$ cat src/rtl/xfer_pkg.sv
package xfer_pkg;
   typedef enum logic [2:0] {
      S_IDLE,
      S_FCMD,
      S_FBLK,
      S_FDATA,
      S_MOVE,
      S_WBACK
   } xfer_state_t;

   localparam int MARK_BIT  = 31;
   localparam int FLAG_BIT  = 30;
   localparam int FIELD_LSB = 16;
endpackage

$ cat src/rtl/xfer_parity.sv
module xfer_parity #(
   parameter int DW  = 32,
   parameter bit ODD = 1'b1
) (
   input  logic [DW-1:0] rd_data,
   input  logic          rd_par,
   output logic          rd_ok,
   input  logic [DW-1:0] wr_data,
   output logic          wr_par
);
   generate
      if (DW < 2) begin : g_bad_width
         $error("xfer_parity: DW too small");
      end
      if (ODD) begin : g_odd
         assign rd_ok  = ^{rd_par, rd_data};
         assign wr_par = ~^wr_data;
      end else begin : g_even
         assign rd_ok  = ~^{rd_par, rd_data};
         assign wr_par = ^wr_data;
      end
   endgenerate
endmodule

$ cat src/rtl/xfer_lane.sv
module xfer_lane #(
   parameter int CH    = 8,
   parameter int LANES = 4
) (
   input  logic [CH*LANES-1:0]      word,
   input  logic [$clog2(LANES)-1:0] sel,
   input  logic [CH-1:0]            ins,
   output logic [CH-1:0]            rd,
   output logic [CH*LANES-1:0]      merged
);
   localparam int LW = $clog2(LANES);

   generate
      if (LANES < 2 || (1 << LW) != LANES) begin : g_bad_lanes
         $error("xfer_lane: LANES must be a power of two >= 2");
      end
      for (genvar g = 0; g < LANES; g++) begin : g_lane
         assign merged[g*CH +: CH] = (sel == LW'(g)) ? ins : word[g*CH +: CH];
      end
   endgenerate

   always_comb begin
      rd = '0;
      for (int i = 0; i < LANES; i++) begin
         if (sel == LW'(i)) rd = word[i*CH +: CH];
      end
   end
endmodule

$ cat src/rtl/xfer_chan.sv
module xfer_chan
   import xfer_pkg::*;
#(
   parameter int AW   = 14,
   parameter int CW   = 8,
   parameter int DEVW = 4,
   parameter int OPW  = 10
) (
   input  logic            clk,
   input  logic            rst_n,
   input  logic            start,
   input  logic [AW-1:0]   start_addr,
   output logic            busy,
   output logic            start_ignored,
   output logic            irq,
   output logic            err,
   output logic            mem_req,
   output logic            mem_we,
   output logic [AW-1:0]   mem_addr,
   output logic [31:0]     mem_wdata,
   output logic            mem_wpar,
   input  logic            mem_gnt,
   input  logic [31:0]     mem_rdata,
   input  logic            mem_rpar,
   output logic [DEVW-1:0] dev_sel,
   output logic [OPW-1:0]  dev_op,
   output logic            dev_out,
   output logic            dev_active,
   input  logic            dev_req,
   output logic            dev_ack,
   output logic [7:0]      dev_wdata,
   input  logic [7:0]      dev_rdata
);
   localparam int WW      = 32;
   localparam int CH      = 8;
   localparam int LANES   = WW / CH;
   localparam int LW      = $clog2(LANES);
   localparam int CAW     = AW + LW;
   localparam int OP_LSB  = FIELD_LSB;
   localparam int DEV_LSB = OP_LSB + OPW;

   generate
      if (DEV_LSB + DEVW > FLAG_BIT) begin : g_bad_cmd
         $error("xfer_chan: device and operation fields overflow the command word");
      end
      if (FIELD_LSB + CW > 24) begin : g_bad_cnt
         $error("xfer_chan: count field overflows the block-control word");
      end
      if (CAW > FIELD_LSB) begin : g_bad_addr
         $error("xfer_chan: character address wider than its field");
      end
   endgenerate

   xfer_state_t     st;
   logic [AW-1:0]   car, wbw;
   logic [WW-1:0]   hold, merged;
   logic [CAW-1:0]  caddr;
   logic [CW-1:0]   cnt;
   logic            chain;
   logic            pok;
   logic [CH-1:0]   lane_rd;

   xfer_parity #(.DW(WW), .ODD(1'b1)) u_par (
      .rd_data (mem_rdata),
      .rd_par  (mem_rpar),
      .rd_ok   (pok),
      .wr_data (hold),
      .wr_par  (mem_wpar)
   );

   xfer_lane #(.CH(CH), .LANES(LANES)) u_lane (
      .word   (hold),
      .sel    (caddr[LW-1:0]),
      .ins    (dev_rdata),
      .rd     (lane_rd),
      .merged (merged)
   );

   wire f_mark  = mem_rdata[MARK_BIT];
   wire f_flag  = mem_rdata[FLAG_BIT];
   wire at_last = (cnt == CW'(1));
   wire at_edge = (caddr[LW-1:0] == LW'(LANES-1));

   assign busy       = (st != S_IDLE);
   assign mem_req    = (st == S_FCMD) || (st == S_FBLK) || (st == S_FDATA) || (st == S_WBACK);
   assign mem_we     = (st == S_WBACK);
   assign mem_wdata  = hold;
   assign dev_active = (st == S_FBLK) || (st == S_FDATA) || (st == S_MOVE) || (st == S_WBACK);
   assign dev_ack    = (st == S_MOVE) && dev_req;
   assign dev_wdata  = lane_rd;

   always_comb begin
      unique case (st)
         S_FDATA: mem_addr = caddr[CAW-1:LW];
         S_WBACK: mem_addr = wbw;
         default: mem_addr = car;
      endcase
   end

   always_ff @(posedge clk) begin
      if (!rst_n) begin
         st            <= S_IDLE;
         car           <= '0;
         wbw           <= '0;
         hold          <= '0;
         caddr         <= '0;
         cnt           <= '0;
         chain         <= 1'b0;
         dev_sel       <= '0;
         dev_op        <= '0;
         dev_out       <= 1'b0;
         irq           <= 1'b0;
         err           <= 1'b0;
         start_ignored <= 1'b0;
      end else begin
         irq           <= 1'b0;
         start_ignored <= start && (st != S_IDLE);
         unique case (st)
            S_IDLE: begin
               if (start) begin
                  car <= start_addr;
                  err <= 1'b0;
                  st  <= S_FCMD;
               end
            end
            S_FCMD: begin
               if (mem_gnt) begin
                  if (!pok || !f_mark) begin
                     err <= 1'b1;
                     irq <= 1'b1;
                     st  <= S_IDLE;
                  end else if (!f_flag) begin
                     st <= S_IDLE;
                  end else begin
                     dev_sel <= mem_rdata[DEV_LSB +: DEVW];
                     dev_op  <= mem_rdata[OP_LSB +: OPW];
                     dev_out <= mem_rdata[OP_LSB + OPW - 1];
                     car     <= car + AW'(1);
                     st      <= S_FBLK;
                  end
               end
            end
            S_FBLK: begin
               if (mem_gnt) begin
                  if (!pok || f_mark) begin
                     err <= 1'b1;
                     irq <= 1'b1;
                     st  <= S_IDLE;
                  end else begin
                     chain <= f_flag;
                     cnt   <= mem_rdata[FIELD_LSB +: CW];
                     caddr <= mem_rdata[CAW-1:0];
                     car   <= car + AW'(1);
                     if (mem_rdata[FIELD_LSB +: CW] != '0) begin
                        st <= S_FDATA;
                     end else if (!f_flag) begin
                        irq <= 1'b1;
                        st  <= S_IDLE;
                     end
                  end
               end
            end
            S_FDATA: begin
               if (mem_gnt) begin
                  if (!pok) begin
                     err <= 1'b1;
                     irq <= 1'b1;
                     st  <= S_IDLE;
                  end else begin
                     hold <= mem_rdata;
                     st   <= S_MOVE;
                  end
               end
            end
            S_MOVE: begin
               if (dev_req) begin
                  if (!dev_out) hold <= merged;
                  cnt   <= cnt - CW'(1);
                  caddr <= caddr + CAW'(1);
                  wbw   <= caddr[CAW-1:LW];
                  if (!dev_out && (at_last || at_edge)) begin
                     st <= S_WBACK;
                  end else if (at_last) begin
                     if (chain) st <= S_FBLK;
                     else begin
                        irq <= 1'b1;
                        st  <= S_IDLE;
                     end
                  end else if (at_edge) begin
                     st <= S_FDATA;
                  end
               end
            end
            S_WBACK: begin
               if (mem_gnt) begin
                  if (cnt != '0) st <= S_FDATA;
                  else if (chain) st <= S_FBLK;
                  else begin
                     irq <= 1'b1;
                     st  <= S_IDLE;
                  end
               end
            end
            default: st <= S_IDLE;
         endcase
      end
   end

   // acknowledge only answers a demand during an active data command
   p_ack_needs_req_r11: assert property (@(posedge clk) disable iff (!rst_n)
      dev_ack |-> (dev_req && dev_active));

   // an ungranted request keeps its address and direction
   p_req_held_r10: assert property (@(posedge clk) disable iff (!rst_n)
      (mem_req && !mem_gnt) |=> (mem_req && $stable(mem_addr) && $stable(mem_we)));

   // the completion interrupt lasts one cycle and the channel is idle then
   p_irq_pulse_r8: assert property (@(posedge clk) disable iff (!rst_n)
      irq |-> (!busy ##1 !irq));

   // an ignored start only happens while the channel was busy
   p_ignore_busy_r9: assert property (@(posedge clk) disable iff (!rst_n)
      start_ignored |-> $past(busy));

   // no memory write during an output transfer
   p_no_write_out_r6: assert property (@(posedge clk) disable iff (!rst_n)
      (mem_req && mem_we) |-> !dev_out);

   // a new error always ends the transfer with the interrupt
   p_err_ends_r2: assert property (@(posedge clk) disable iff (!rst_n)
      $rose(err) |-> (irq && !busy));
endmodule

$ cat config.mk
export PLATFORM = sky130hd
export DESIGN_NAME = xfer_chan
export DESIGN_NICKNAME = d
export VERILOG_FILES = /design/src/rtl/xfer_pkg.sv /design/src/rtl/xfer_parity.sv /design/src/rtl/xfer_lane.sv /design/src/rtl/xfer_chan.sv
export SDC_FILE = /design/constraint.sdc
export NUM_CORES = 1
export LEC_CHECK = 0
export BUFFER_PORTS_ARGS = -buffer_cell sky130_fd_sc_hd__buf_2
export CORE_MARGIN = 10
export CORE_UTILIZATION = 60
export DETAILED_ROUTE_END_ITERATION = 7
export PLACE_DENSITY = 0.95
export SYNTH_ARGS = -nofsm -noshare
export SYNTH_HDL_FRONTEND = slang
export SYNTH_SLANG_ARGS = --single-unit
$ cat constraint.sdc
create_clock -name clk -period 5.8 [get_ports clk]
set_input_delay 1.16 -clock clk [delete_from_list [all_inputs] [get_ports clk]]
set_output_delay 1.16 -clock clk [all_outputs]
set_load 0.005 [all_outputs]
==> reports/qor.csv, run 1 <==
metric,value,unit
status,"complete, no violations",
initial antenna violation count,0,
Mapped Nets,921,
Worst setup SP type,register,
CTS buffer count,9,
Clk pwr share,23.4,%
port bufs,137,
critical path buffer and inverter count,2,
Hold Path Class,register to register,
"EDFF count, synth",0,
TritonCTS Sinks,105,
Cell Rows,37,
Critical Path RT,4640,ps
WHS,461,ps
Iteration-0 DRC Markers,963,
DR WL met2,9680,um
setup TNS,0,ps
Worst Path Arrival,3400,ps
multiplexer area fraction after synthesis,2.83,%
Die Ht,123,um
Compound-Gate Fraction of Synth Area,28.4,%
DRC,0,
first-pass detailed-route iteration total,6,
XOR/XNOR share of the synthesized area,8.87,%
total grt overflow,0,
fraction of the mapped netlist area in adder cells,2.54,%
"commonest non-fill, non-tap cell in the layout",buf_2,
cts repair resizes,0,
worst vdd ir,243,uV
maximum fanout along the worst path,22,
initial core utilization,61.9,%
Tmin final,4560,ps
count of final max-slew check failures,0,
CTS max path bufs,2,
final hold violation count,0,
crit-path max cell delay,900,ps
gr usage total,26.7,%
most frequent cells in the layout,"buf_2 (137), nand2_1 (135), a21oi_1 (129), dfxtp_1 (105), nor2_1 (75)",
Post-Synth Simple-Gate Area,19.5,%
Synth top area share,32.8,%
Leak,3.14,nW
# Post-CTS Setup Buffers,0,
core box area,10400,um2
cell area after synthesis,6420,um2
CTS Hold Buffers Added,0,
worst-skew pair later-pin latency,390,ps
sequential area share after synthesis,32.8,%
Rel. slew slack,20.9,%
root buffer cell,clkbuf_8,
ANT nets after route,0,
vias per std cell,6.50,
Final setup viols,0,
Worst Setup End Kind,primary output,
Die Wd,123,um
Synth area leaders,"dfxtp_1 (33%), a21oi_1 (10%), nand2_1 (8.0%), xnor2_1 (6.1%), nor2_1 (4.4%)",
CTS tree,built,
Int Pwr,1.32,mW
crit path cell chain,"inv_1, nor3_2, nor2_1, nand2_1, nand2_1, buf_2",
post-DP HPWL,15700,um
slowest cell on the critical path,dfxtp_1,
top routing layer in use,met4,
per-cell routed wire length,19.7,um
Max-Cap Viols,0,
Detailed Route WL,21400,um
top_reg_cell synth,dfxtp_1,
placer congestion estimate,0.973,
largest family of logic cells by synthesized area,compound AO/OA/AOI/OAI gates,
Antenna diodes,0,
Pwr Density,292,nW/um2
Yosys top cell by area,dfxtp_1,
Synth Warn #,0,
most numerous cell on the critical path,nand2_1,
Synth Area per Inst,7.57,um2
"Worst Path Class, Setup",register to primary output,
Metal-1 WL,7740,um
Post-Syn Instances,848,
share of layout cells above drive strength 1,18.9,%
Setup Skew,14.8,ps
ys async rst share,0,%
Sw Share,38.0,%
Max Fclk,219,MHz
first-pass GRT wire length,32800,um
"Reg clk slew, reported paths",100,ps
Via Count,7061,
number of global-route vias before repair,6326,
part of the power in registers,40.3,%
Final period util,78.5,%
critical path's top delay family,simple AND/OR/NAND/NOR gates,
Layout area overhead,13.7,%
number of I/O pins,138,
Logic pwr share,36.3,%
P_sw,0.808,mW
Die ar.,15200,um2
Total Nets Final,1020,
met3 wire len,3010,um
Netlist cell types,66,
CTS H-tree lvls,3,
"FF+latch count, synth",105,
RSZ-0062 raised after global routing,false,
pin count of the biggest net entering global routing,56,
worst slew pin tran,1180,ps
## path summary, 6_finish.rpt
kind | slack [ps] | end | depth (start not counted) | from
setup / recovery | 1240 | mem_addr[0] | 6 | st[2]$_SDFFE_PN0P_
hold / removal | 460 | wbw[0]$_SDFFE_PN0P_ | 2 | wbw[0]$_SDFFE_PN0P_
setup reg to reg | 2060 | cnt[2]$_SDFFE_PN0P_ | 9 | st[2]$_SDFFE_PN0P_
hold reg to reg | 460 | wbw[0]$_SDFFE_PN0P_ | 2 | wbw[0]$_SDFFE_PN0P_
## Yosys cell counts (6+ instances only)
cell,number
xor2_1,9
ha_1,13
and3_1,15
xnor2_1,45
a22oi_1,20
mux2i_1,17
nor2_1,75
and2_1,6
nand2_1,136
o22ai_1,18
nand3_1,15
nor3_1,20
o21ai_0,37
a21oi_1,129
dfxtp_1,105
clkbuf_1,41
a211oi_1,33
a31oi_1,6
inv_1,21
## cell families (layout without fill, tap and decap cells)
kind of cell               after synthesis  count (layout)
and+or+nand+nor                        288             288
buffers and inverters                   77             180
AOI/OAI and AO/OA                      289             289
DFF                                    105             105
muxes                                   18              18
xor gates and xnor gates                58              58
adders and majority gates               13              13
## metal layers
metal | vias up | GRT usage, %
met5 | - | 0
met4 | 0 | 12.6
met3 | 93 | 6.56
met2 | 574 | 40.6
met1 | 3160 | 34.8
li1 | 3234 | -
## worst reg2reg max path, delay by kind of cell (launching register included)
| family | cells | cell delay [ps] |
|---|---|---|
| flops | 1 | 900 |
| buf+inv | 4 | 1090 |
| simple gates | 3 | 1020 |
| compound gates | 2 | 630 |
## registers in the layout, summed over array words and instances, names as in the netlist
| name | cells |
|---|---|
| mem_wdata | 32 |
| caddr | 16 |
| car | 14 |
| wbw | 14 |
| dev_op | 10 |
| cnt | 8 |
| dev_sel | 4 |
| st | 3 |
| chain | 1 |
| err | 1 |
| irq | 1 |
| start_ignored | 1 |
## through the flow
| step | util [%] | worst slack [ps] | power (mW) | instances | cell area, um2 |
|---|---|---|---|---|---|
| final | 70.4 | 1240 | 2.13 | 1087 | 7300 |
| after global routing | 70.4 | 997 | 2.22 | 1087 | 7300 |
| after CTS | 70.4 | 1350 | 2.11 | 1087 | 7300 |
| after detailed placement | 68.4 | 1410 | 1.63 | 1072 | 7090 |
| after global placement | 68.4 | 1600 | 1.61 | 1072 | 7090 |
| after floorplan | - | 2330 | 1.43 | 848 | 6420 |
## final cells by class
type                       instances  area (um2)
tap                              136         170
multi-input combinational        666        4000
fill                             820        3070
sequential                       105        2100
timing repair buffer             143         731
inverter                          22        82.6
clock inverter                     6        83.8
clock buffer                       9         124
## power groups by stage
stage / combinational (mW) / clock, mW / sequential [mW]
2_1_floorplan: 0.597 / 0 / 0.837
3_3_place_gp: 0.740 / 0 / 0.869
3_5_place_dp: 0.756 / 0 / 0.871
4_1_cts: 0.759 / 0.496 / 0.855
5_1_grt: 0.839 / 0.519 / 0.866
6_report: 0.772 / 0.497 / 0.859
(Power assumes the default switching activity.)
==> inputs of run 2 (changes only) <==
--- a/config.mk
+++ b/config.mk
@@ -7,9 +7,9 @@
 export LEC_CHECK = 0
 export BUFFER_PORTS_ARGS = -buffer_cell sky130_fd_sc_hd__buf_2
 export CORE_MARGIN = 10
-export CORE_UTILIZATION = 60
+export CORE_UTILIZATION = 50
 export DETAILED_ROUTE_END_ITERATION = 7
-export PLACE_DENSITY = 0.95
+export PLACE_DENSITY = 0.85
 export SYNTH_ARGS = -nofsm -noshare
 export SYNTH_HDL_FRONTEND = slang
 export SYNTH_SLANG_ARGS = --single-unit
==> constraint.sdc (replaced) <==
create_clock -name clk -period 3.8 [get_ports clk]
set_input_delay 0.76 -clock clk [delete_from_list [all_inputs] [get_ports clk]]
set_output_delay 0.76 -clock clk [all_outputs]
set_load 0.005 [all_outputs]
==> reports/qor.csv, run 2 (synthesis results as in run 1) <==
metric,value,unit,change
first-pass detailed-route iteration total,5,,-1
post-DP HPWL,15800,um,+0.41%
critical path buffer and inverter count,3,,+1
Metal-1 WL,8410,um,+8.6%
"commonest non-fill, non-tap cell in the layout",buf_2,,
most frequent cells in the layout,"buf_2 (137), nand2_1 (135), a21oi_1 (129), dfxtp_1 (105), nor2_1 (75)",,
pin count of the biggest net entering global routing,62,,+11%
vias per std cell,6.16,,-5.2%
first-pass GRT wire length,33900,um,+3.2%
crit path launch,st[2]$_SDFFE_PN0P_,,
CTS buffer count,9,,unchanged
number of global-route vias before repair,6556,,+3.6%
CTS Hold Buffers Added,0,,unchanged
"Reg clk slew, reported paths",70,ps,-30 ps
count of final max-slew check failures,0,,unchanged
root buffer cell,clkbuf_16,,
initial core utilization,50.8,%,-11 points
setup TNS,0,ps,unchanged
worst vdd ir,444,uV,+83%
Worst Path Arrival,2600,ps,-800 ps
TritonCTS Sinks,105,,unchanged
Tmin final,3360,ps,
Reg2Reg Capture Point,caddr[5]$_SDFFE_PN0P_,,
pre-CTS setup slack,195,ps,-1210 ps
per-cell routed wire length,18.9,um,-4.0%
flop2flop setup slack,800,ps,-1260 ps
maximum fanout along the worst path,11,,-50%
CTS tree,built,,
"Worst Path Class, Setup",register to primary output,,
r2r startpoint,st[2]$_SDFFE_PN0P_,,
worst-skew pair later-pin latency,360,ps,-30 ps
Pwr Density,455,nW/um2,+56%
Die ar.,17800,um2,+17%
Critical Path RT,3040,ps,-1600 ps
met3 wire len,2250,um,-25%
# Post-CTS Setup Buffers,0,,unchanged
Final setup viols,0,,unchanged
Total Nets Final,1031,,+1.1%
final worst slack,437,ps,-807 ps
status,"complete, no violations",,
top routing layer in use,met4,,
CP Depth,5,,-1
Die Wd,133,um,+8.0%
Hold Path Class,register to register,,
gr usage total,22.9,%,-3.8 points
DR WL met2,9890,um,+2.1%
port bufs,137,,unchanged
Setup Skew,12.3,ps,-2.54 ps
Max Fclk,297,MHz,
number of I/O pins,138,,unchanged
crit path cell chain,"inv_1, nor3_2, nand2_1, inv_1, buf_2",,
placer congestion estimate,0.951,,-2.3%
Leak,3.22,nW,+2.5%
critical path's top delay family,buffers and inverters,,
Rel. slew slack,33.1,%,+12 points
Final period util,88.5,%,
slowest cell on the critical path,dfxtp_1,,
final hold violation count,0,,unchanged
Iteration-0 DRC Markers,848,,-12%
core box area,12600,um2,+22%
ANT nets after route,0,,unchanged
CTS max path bufs,2,,unchanged
Detailed Route WL,21400,um,+0.22%
Reg2Reg Depth,7,,-2
worst slew pin tran,1000,ps,-173 ps
Worst setup SP type,register,,
Largest register FFs,32,,unchanged
cts repair resizes,0,,unchanged
CTS H-tree lvls,3,,unchanged
crit-path max cell delay,620,ps,-280 ps
DRC,0,,unchanged
RSZ-0062 raised after global routing,false,,
Die Ht,133,um,+8.0%
Max-Cap Viols,0,,unchanged
Layout area overhead,16.7,%,
Antenna diodes,0,,unchanged
Worst Setup End Kind,primary output,,
Final Power,3.41,mW,+60%
most numerous cell on the critical path,inv_1,,
Via Count,6990,,-1.0%
initial antenna violation count,0,,unchanged
Cell Rows,41,,+11%
share of layout cells above drive strength 1,19.7,%,+0.80 points
Critical Path End,dev_ack,,
total grt overflow,0,,unchanged
final core utilization,59.3,%,-11 points
## run 2: changes by cell type in the layout (fill, tap and decap cells not counted)
cell and change:
bufinv_16 -2, inv_8 +1, clkinv_2 -2, buf_4 +11, clkinvlp_4 +1, clkbuf_8 -9
clkbuf_1 +2, clkbuf_16 +9, clkinv_4 +1
## run 2: cell type report
class / count / area, um2
multi-input cells: 666 / 4000
clock inverters: 5 / 41.3
well taps: 172 / 215
inverters: 22 / 82.6
flip-flops and latches: 105 / 2100
clock buffers: 11 / 233
fillers: 1171 / 5130
repair buffers: 154 / 813
## run 2: worst min-delay path by stage
stage                              startpoint                   to  slack, ps  cells past startpoint
after floorplan           wbw[0]$_SDFFE_PN0P_  wbw[0]$_SDFFE_PN0P_        440                      2
after global placement    wbw[4]$_SDFFE_PN0P_  wbw[4]$_SDFFE_PN0P_        440                      2
after detailed placement  wbw[0]$_SDFFE_PN0P_  wbw[0]$_SDFFE_PN0P_        450                      2
after CTS                 wbw[0]$_SDFFE_PN0P_  wbw[0]$_SDFFE_PN0P_        460                      2
after global routing      wbw[1]$_SDFFE_PN0P_  wbw[1]$_SDFFE_PN0P_        480                      2
final                     wbw[0]$_SDFFE_PN0P_  wbw[0]$_SDFFE_PN0P_        460                      2
## run 2: metal layers
layer,up-vias,track usage [%]
li1,3256,-
met5,-,0
met3,77,5.71
met4,0,10.6
met1,3203,28.1
met2,454,36.8
## run 2: where the power goes
part,total [mW],internal (mW),switching (mW)
sequential,1.31,1.19,0.128
clock,0.889,0.451,0.437
combinational,1.20,0.475,0.727
total,3.41,2.11,1.29
## run 2: metrics by stage
stage | cell area (um2) | instances | hold WS (ps)
after CTS | 7490 | 1135 | 460
after global routing | 7490 | 1135 | 478
after global placement | 7220 | 1119 | 443
after floorplan | 6420 | 848 | 437
after detailed placement | 7220 | 1119 | 451
final | 7490 | 1135 | 457
## run 2: worst register-to-register path: cells and delay by family (launching register included)
family                 cells  cell delay, ps
and+or+nand+nor            3            1040
DFF                        1             620
AOI/OAI and AO/OA          2             560
buffers and inverters      2             700
==> inputs of run 3 (changes only) <==
--- a/config.mk
+++ b/config.mk
@@ -9,7 +9,7 @@
 export CORE_MARGIN = 10
 export CORE_UTILIZATION = 50
 export DETAILED_ROUTE_END_ITERATION = 7
-export PLACE_DENSITY = 0.85
+export PLACE_DENSITY = 0.79
 export SYNTH_ARGS = -nofsm -noshare
 export SYNTH_HDL_FRONTEND = slang
 export SYNTH_SLANG_ARGS = --single-unit
==> reports/qor.csv, run 3 (synthesis results as in run 1) <==
metric,value,unit,change
status,"complete, no violations",,
CTS max path bufs,2,,unchanged
port bufs,137,,unchanged
crit-path max cell delay,620,ps,about the same
Max Fclk,306,MHz,+2.8%
gr usage total,23.1,%,+0.22 points
Worst Path Arrival,3490,ps,+890 ps
post-DP HPWL,16000,um,+0.95%
ANT nets after route,0,,unchanged
Worst Setup End Kind,register,,
final hold violation count,0,,unchanged
Cell Rows,41,,unchanged
Hold Path Class,register to register,,
CTS tree,built,,
cts repair resizes,0,,unchanged
per-cell routed wire length,18.8,um,-0.63%
Detailed Route WL,21300,um,-0.37%
critical path buffer and inverter count,1,,-2
Layout area overhead,17.5,%,
first-pass GRT wire length,34000,um,+0.27%
CTS buffer count,9,,unchanged
Via Count,6836,,-2.2%
"Worst Path Class, Setup",input pin to register,,
"Reg clk slew, reported paths",70,ps,about the same
number of I/O pins,138,,unchanged
total grt overflow,0,,unchanged
Setup Skew,10.1,ps,-2.21 ps
Iteration-0 DRC Markers,732,,-14%
Total Nets Final,1034,,+0.29%
worst slew pin tran,1050,ps,+45.9 ps
vias per std cell,6.01,,-2.5%
final-layout fill cell count,1216,,+3.8%
most frequent cells in the layout,"buf_2 (137), nand2_1 (135), a21oi_1 (129), dfxtp_1 (105), nor2_1 (75)",,
initial core utilization,50.8,%,unchanged
Die Ht,133,um,unchanged
fin area,7540,um2,+0.62%
maximum fanout along the worst path,14,,+3
Placed Area,7240,um2,+0.31%
Critical Path RT,4020,ps,+980 ps
worst-skew pair later-pin latency,360,ps,about the same
count of final max-slew check failures,0,,unchanged
Largest register FFs,32,,unchanged
root buffer cell,clkbuf_16,,
TritonCTS Sinks,105,,unchanged
core box area,12600,um2,unchanged
DRC,0,,unchanged
CTS H-tree lvls,3,,unchanged
Rel. slew slack,30.1,%,-3.1 points
initial antenna violation count,0,,unchanged
Final Power,3.51,mW,+3.0%
Final setup viols,0,,unchanged
share of layout cells above drive strength 1,20.1,%,+0.35 points
Leak,3.24,nW,+0.74%
crit path cell chain,"buf_2, xnor2_1, xnor3_1, xnor3_1, xor3_4, a31o_2, nand2_1, o22ai_1",,
critical path's top delay family,XOR/XNOR gates,,
RSZ-0062 raised after global routing,false,,
Max-Cap Viols,0,,unchanged
Tmin final,3270,ps,-90.9 ps
number of global-route vias before repair,6385,,-2.6%
Antenna diodes,0,,unchanged
"commonest non-fill, non-tap cell in the layout",buf_2,,
# Post-CTS Setup Buffers,0,,unchanged
Worst setup SP type,input pin,,
most numerous cell on the critical path,xnor3_1,,
placer congestion estimate,0.958,,+0.77%
worst vdd ir,284,uV,-36%
Final period util,86.1,%,-2.4 points
Pwr Density,465,nW/um2,+2.3%
CTS Hold Buffers Added,0,,unchanged
slowest cell on the critical path,xor3_4,,
pin count of the biggest net entering global routing,62,,unchanged
first-pass detailed-route iteration total,5,,unchanged
setup TNS,0,ps,unchanged
Die ar.,17800,um2,unchanged
Die Wd,133,um,unchanged
[run 3: cell types whose count changed in the layout (fill, tap and decap cells not counted), sizes merged]
cell	previous run	this run
buf	154	157
bufinv	0	1
clkinvlp	1	2
inv	23	22
clkinv	3	2
[run 3: path summary, 6_finish.rpt]
| kind | endpoint | slack [ps] | startpoint | cells past startpoint |
|---|---|---|---|---|
| setup / recovery | cnt[4]$_SDFFE_PN0P_ | 530 | mem_rdata[30] | 8 |
| hold / removal | wbw[3]$_SDFFE_PN0P_ | 460 | wbw[3]$_SDFFE_PN0P_ | 2 |
| setup reg to reg | caddr[15]$_SDFFE_PN0P_ | 1010 | st[1]$_SDFFE_PN0P_ | 5 |
| hold reg to reg | wbw[3]$_SDFFE_PN0P_ | 460 | wbw[3]$_SDFFE_PN0P_ | 2 |
[run 3: report_power, final]
part | switching, mW | total (mW) | internal, mW
Clock | 0.430 | 0.957 | 0.527
Combinational | 0.732 | 1.24 | 0.507
Sequential | 0.124 | 1.31 | 1.19
[run 3: per-layer routing]
| layer | GRT usage [%] | up-vias | wire [um] |
|---|---|---|---|
| li1 | - | 3256 | - |
| met1 | 29.6 | 3191 | 8930 |
| met2 | 36.3 | 335 | 9800 |
| met3 | 5.15 | 54 | 1860 |
| met4 | 10.5 | 0 | 749 |
| met5 | 0 | - | 0 |
[run 3: final cells by class]
| cell class | instances | area [um2] | share of cell area [%] |
|---|---|---|---|
| multi-input cells | 666 | 4000 | 53.1 |
| inverters | 22 | 82.6 | 1.10 |
| clock buffers | 11 | 243 | 3.22 |
| repair buffers | 157 | 836 | 11.1 |
| well taps | 172 | 215 | 2.86 |
| clock inverters | 5 | 55.1 | 0.731 |
| flip-flops and latches | 105 | 2100 | 27.9 |
[run 3: per-stage QoR]
| stage | hold slack [ps] | setup slack, ps | util (%) | instances |
|---|---|---|---|---|
| 3_5_place_dp | 447 | 157 | 57.4 | 1122 |
| 5_1_grt | 476 | 388 | 59.7 | 1138 |
| 6_report | 458 | 528 | 59.7 | 1138 |
| 2_1_floorplan | 437 | 734 | - | 848 |
| 3_3_place_gp | 442 | 226 | 57.4 | 1122 |
| 4_1_cts | 457 | 525 | 59.7 | 1138 |
[run 3: worst min-delay path, cell delays in order, from the launching register on]
cell     delay (ps)
dfxtp_1         310
nand2_1          50
a21oi_1          50
